[src/rtl/psr_field_writer.sv]
module psr_field_writer #(
  parameter int          W          = 32,
  parameter int          MODE_W     = 5,
  parameter logic [4:0]  USER_MODE  = 5'b10000,
  parameter logic [31:0] FLAG_MASK  = 32'hF000_0000,
  parameter logic [31:0] RESET_CPSR = 32'h0000_00D3
) (
  input  logic              clk,
  input  logic              rst_n,
  input  logic              req_valid,
  input  logic [W-1:0]      instr,
  input  logic [W-1:0]      reg_operand,
  input  logic [MODE_W-1:0] cur_mode,
  input  logic [W-1:0]      cpsr_in,
  input  logic [W-1:0]      spsr_in,
  output logic [W-1:0]      cpsr_q,
  output logic [W-1:0]      spsr_q,
  output logic              done,
  output logic              illegal,
  output logic              bank_sw,
  output logic [MODE_W-1:0] bank_old_mode,
  output logic [MODE_W-1:0] bank_new_mode
);
  localparam int LANES     = W / 8;
  localparam int IMM_BIT   = 25;
  localparam int SAVED_BIT = 22;
  localparam int FIELD_LSB = 16;
  localparam int ROT_LSB   = 8;

  logic [W-1:0]   imm_ext, rotated, source, lane_mask, eff_mask, merged;
  logic [2*W-1:0] imm_pair;
  logic [4:0]     rot_amt;
  logic           is_user, to_saved, wr_cur, wr_saved, illegal_c, mode_chg;

  assign rot_amt  = {instr[ROT_LSB+3:ROT_LSB], 1'b0};
  assign imm_ext  = {{(W-8){1'b0}}, instr[7:0]};
  assign imm_pair = {imm_ext, imm_ext} >> rot_amt;
  assign rotated  = imm_pair[W-1:0];
  assign source   = instr[IMM_BIT] ? rotated : reg_operand;

  for (genvar i = 0; i < LANES; i++) begin : g_lane
    assign lane_mask[i*8 +: 8] = {8{instr[FIELD_LSB+i]}};
  end

  assign is_user  = (cur_mode == USER_MODE);
  assign to_saved = instr[SAVED_BIT];
  assign eff_mask = is_user ? FLAG_MASK : lane_mask;
  assign merged   = (cpsr_in & ~eff_mask) | (source & eff_mask);

  assign illegal_c = req_valid &  is_user & to_saved;
  assign wr_saved  = req_valid & ~is_user & to_saved;
  assign wr_cur    = req_valid & ~to_saved;
  assign mode_chg  = wr_cur & ~is_user & (merged[MODE_W-1:0] != cur_mode);

  always_ff @(posedge clk or negedge rst_n) begin
    if (!rst_n) begin
      cpsr_q        <= RESET_CPSR;
      spsr_q        <= '0;
      done          <= 1'b0;
      illegal       <= 1'b0;
      bank_sw       <= 1'b0;
      bank_old_mode <= '0;
      bank_new_mode <= '0;
    end else begin
      done    <= req_valid;
      illegal <= illegal_c;
      bank_sw <= mode_chg;
      if (wr_cur) begin
        cpsr_q <= merged;
        spsr_q <= spsr_in;
      end
      if (wr_saved) begin
        cpsr_q <= cpsr_in;
        spsr_q <= source;
      end
      if (mode_chg) begin
        bank_old_mode <= cur_mode;
        bank_new_mode <= merged[MODE_W-1:0];
      end
    end
  end
endmodule

[config.mk]
export PLATFORM = sky130hd
export DESIGN_NAME = psr_field_writer
export DESIGN_NICKNAME = d
export VERILOG_FILES = /design/src/rtl/psr_field_writer.sv
export SDC_FILE = /design/constraint.sdc
export NUM_CORES = 1
export LEC_CHECK = 0
export BUFFER_PORTS_ARGS = -buffer_cell sky130_fd_sc_hd__buf_4
export CAP_MARGIN = 5
export CORE_ASPECT_RATIO = 1.75
export CORE_MARGIN = 8
export CORE_UTILIZATION = 40
export DETAILED_ROUTE_END_ITERATION = 16
export PLACE_DENSITY = 0.81
export REMOVE_ABC_BUFFERS = 1
export SYNTH_ARGS = -nofsm -noshare
export SYNTH_HDL_FRONTEND = slang
export SYNTH_SLANG_ARGS = --single-unit
[constraint.sdc]
create_clock -name clk -period 0.95 [get_ports clk]
set_input_delay 0.19 -clock clk [delete_from_list [all_inputs] [get_ports clk]]
set_output_delay 0.19 -clock clk [all_outputs]
set_load 0.03 [all_outputs]
==> impl_metrics.yaml <==
outcome:
  outcome: "complete, but fails checks"
  failed_checks: "setup timing"
power:
  p_per_area_mw_per_mm2: 1544
  power.total_mw: 12.85
  clkPwrFrac_pct: 24.9
  power.net_switching_mw: 4.524
  seq_power_share_pct: 32.6
  leakage_nw: 3.983
  p_comb_share_pct: 42.5
  intPower_mw: 8.325
  swShare_pct: 35.21
  ir_drop_mv: 1.303
sta:
  rsz0062_at_grt: "true"
  max_freq_mhz: 503.2
  slew_headroom_pct: 74.90
  finClkSkew_ns: 0
  finalCritPeriodShare_pct: 209.2
  post-route-min-period_ns: 1.987
  drv_slew: 0
  hold_violations: 0
  setup_ws_ns: -1.037
  setup_viol: 153
  tightest_slew_ns: 0.3660
global_route:
  grt_pass1_wl_um: 30460
  grt_pass1_vias: 5757
  grt_usage_pct: 26.56
  grt_max_degree: 36
  overflow: 0
  antenna_found_initial: 0
clocking:
  clkLatencyLatePin_ns: 0.33
  cts.clk_slew.worst_paths_ns: 0.06
  root_buffer: "clkbuf_16"
  cts_tree: "done"
  ctsLongestPathBuffers: 2
  cts_buffers: 9
  cts_max_level: 3
  cts_sinks: 77
drt:
  dr.pass1.iters: 4
  avgViaCountPerCell: 5.640
  drtIter0Drc: 270
  totalWireLength_um: 20550
  wire_per_inst_um: 21.66
  antenna_left: 0
  drc: 0
  via_count: 5352
setup_path:
  end_kind: "flop"
  critPathMaxStageDelay_ns: 0.31
  crit_path_start: "cur_mode[3]"
  crit_fanout: 5
  cp.arrival_ns: 2.21
  cp-start-kind: "primary input"
  r2r-start: "bank_new_mode[4]$_DFFE_PN0P_"
  crit_slowest_cell: "a311o_1"
  path_cells: "buf_12 -> buf_4 -> nor4b_4 -> nor3b_1 -> a22oi_1 -> nand4b_1 -> a311o_1 -> o31a_1 -> buf_6 -> mux2_4"
  critical_path_class: "primary input to flop"
  crit_required_ns: 1.17
synthesis:
  synth_top_area_cell: "dfrtp_1"
  synth_area_mm2: 0.004499
  yosys_register_bits: 77
  ys_warn_count: 0
  syn_inst: 486
  synth_edf_count: 0
  syn_area_per_cell_um2: 9.258
  synthArstFlopShare_pct: 100.0
  yosys.area.top_type_share_pct: 40.04
  synthTopCellsByArea: "dfrtp_1 (40%), mux2i_1 (8.7%), o21ai_0 (6.6%)"
  ys.flop_type: "dfrtp_1"
  yosys-top-cells-count: "dfrtp_1 (72), nand2_1 (63), o21ai_0 (59)"
  yosysMostFrequentCell: "dfrtp_1"
  synth_cell_type_count: 56
  yosysSeqAreaShare_pct: 42.96
min_path:
  min_from: "spsr_in[5]"
  hold_path.class: "primary input to flop"
job:
  max-cap-violations: 0
die:
  rows: 51
  die_area_mm2: 0.01503
  io_pins: 213
  dieHeight_um: 156.3
  fp.coreArea_mm2: 0.01104
  start_util_pct: 40.76
  die_w_um: 96.17
finish:
  syn2layout_area_growth_pct: 84.93
  stdcell_count: 949
  final_core_util_pct: 75.37
  drive_gt1_share_pct: 52.39
  fill_cells: 731
  antennaDiodeCount: 0
  nets: 948
placed_design:
  io_buffers: 198
  routabilityCongestion: 0.9182
  dpl_worst_slack_ns: -1.429
  dpl.cell_count: 877
  dp_hpwl_um: 14740
-- power groups by stage --
stage | logic, mW | clock network (mW) | registers (mW)
final | 5.47 | 3.20 | 4.19
after global routing | 5.73 | 3.38 | 4.23
after CTS | 5.19 | 3.22 | 4.18
after detailed placement | 4.36 | 0 | 4.14
after global placement | 4.26 | 0 | 4.12
after floorplan | 1.11 | 0 | 5.11
-- through the flow --
step	TNS, ns	area [um2]	hold WS (ns)
CTS	-61.26	8026	0.08226
finish	-68.91	8320	0.08175
global route	-73.72	8320	0.08321
global placement	-73.31	6848	0.04350
detailed placement	-79.11	6848	0.04457
floorplan	-202.26	4340	-0.1056
-- state kept, by name, indices dropped and copies added, names as in the netlist --
| signal | cells |
|---|---|
| bank_new_mode | 5 |
| bank_old_mode | 5 |
| bank_sw | 1 |
| cpsr_q | 32 |
| done | 1 |
| illegal | 1 |
| spsr_q | 32 |
-- critical path, delay by kind of cell --
family	cells	cell delay, ns
AO/OA/AOI/OAI	3	0.79
multiplexers	1	0.29
buffers and inverters	3	0.39
AND/OR/NAND/NOR	3	0.54
-- worst paths after layout --
path | endpoint | slack [ns] | cells past startpoint
worst max-delay path | bank_old_mode[3]$_DFFE_PN0P_ | -1.04 | 10
min in group asynchronous | cpsr_q[5]$_DFFE_PN0P_ | 0.24 | 2
worst min register to register | cpsr_q[1]$_DFFE_PN1P_ | 0.48 | 2
worst max register to register | bank_new_mode[4]$_DFFE_PN0P_ | -0.08 | 3
max in group asynchronous | cpsr_q[1]$_DFFE_PN1P_ | 0.23 | 3
worst min-delay path | spsr_q[5]$_DFFE_PN0P_ | 0.08 | 3
-- final cells by class --
class / count / area [um2] / area share (%)
timing repair buffer: 349 / 3308 / 39.76
clock inverter: 6 / 40.04 / 0.4812
tap: 132 / 165.2 / 1.985
clock buffer: 10 / 229.0 / 2.752
inverter: 5 / 21.27 / 0.2556
sequential: 77 / 1933 / 23.23
multi-input combinational: 370 / 2624 / 31.53
-- cells in the final DEF, fill, tap and decap left out, types with 3 or more instances in the layout --
master,count
and3_1,3
mux2_2,5
clkinvlp_4,4
o21ai_2,3
nand2_1,62
o31a_1,3
a31oi_1,3
mux2i_1,39
xnor2_2,3
o21ai_0,28
nand3_1,7
buf_6,96
buf_12,14
xnor2_1,4
a21oi_1,25
nor2b_1,10
a21oi_2,6
bufbuf_16,4
nor3_1,3
o2bb2ai_1,8
inv_1,3
dfstp_2,5
nor4b_4,3
mux2_4,11
dfrtp_1,72
and2_1,4
o21ai_1,28
nor2_1,36
buf_4,230
a22oi_1,24
a211oi_2,3
nor2_4,4
clkbuf_16,9
nand2b_1,3
-- what timing repair did --
action | CTS | global route
endpoints found under the setup margin | 153 | 153
hold buffers | 2 | 0
pin swaps | 16 | 13
hold endpoints to repair | 75 | 0
buffers inserted | 30 | 20
cloned | 6 | 1
resized for setup | 133 | 50
-- cell families after synthesis --
logic type / count (synthesis) / share of synthesized area, %
and+or+nand+nor: 150 / 15.68
buffers and inverters: 39 / 3.949
muxes: 55 / 13.51
DFF: 77 / 42.96
xor gates and xnor gates: 7 / 1.363
AOI/OAI and AO/OA: 158 / 22.53
-- per-layer routing --
layer  track usage [%]  share of wire (%)
met1             26.97                 34
met4             14.30                5.5
met5                 0                  0
met3             5.851                6.5
met2             47.93                 54
Power figures use the tool's default switching activity.
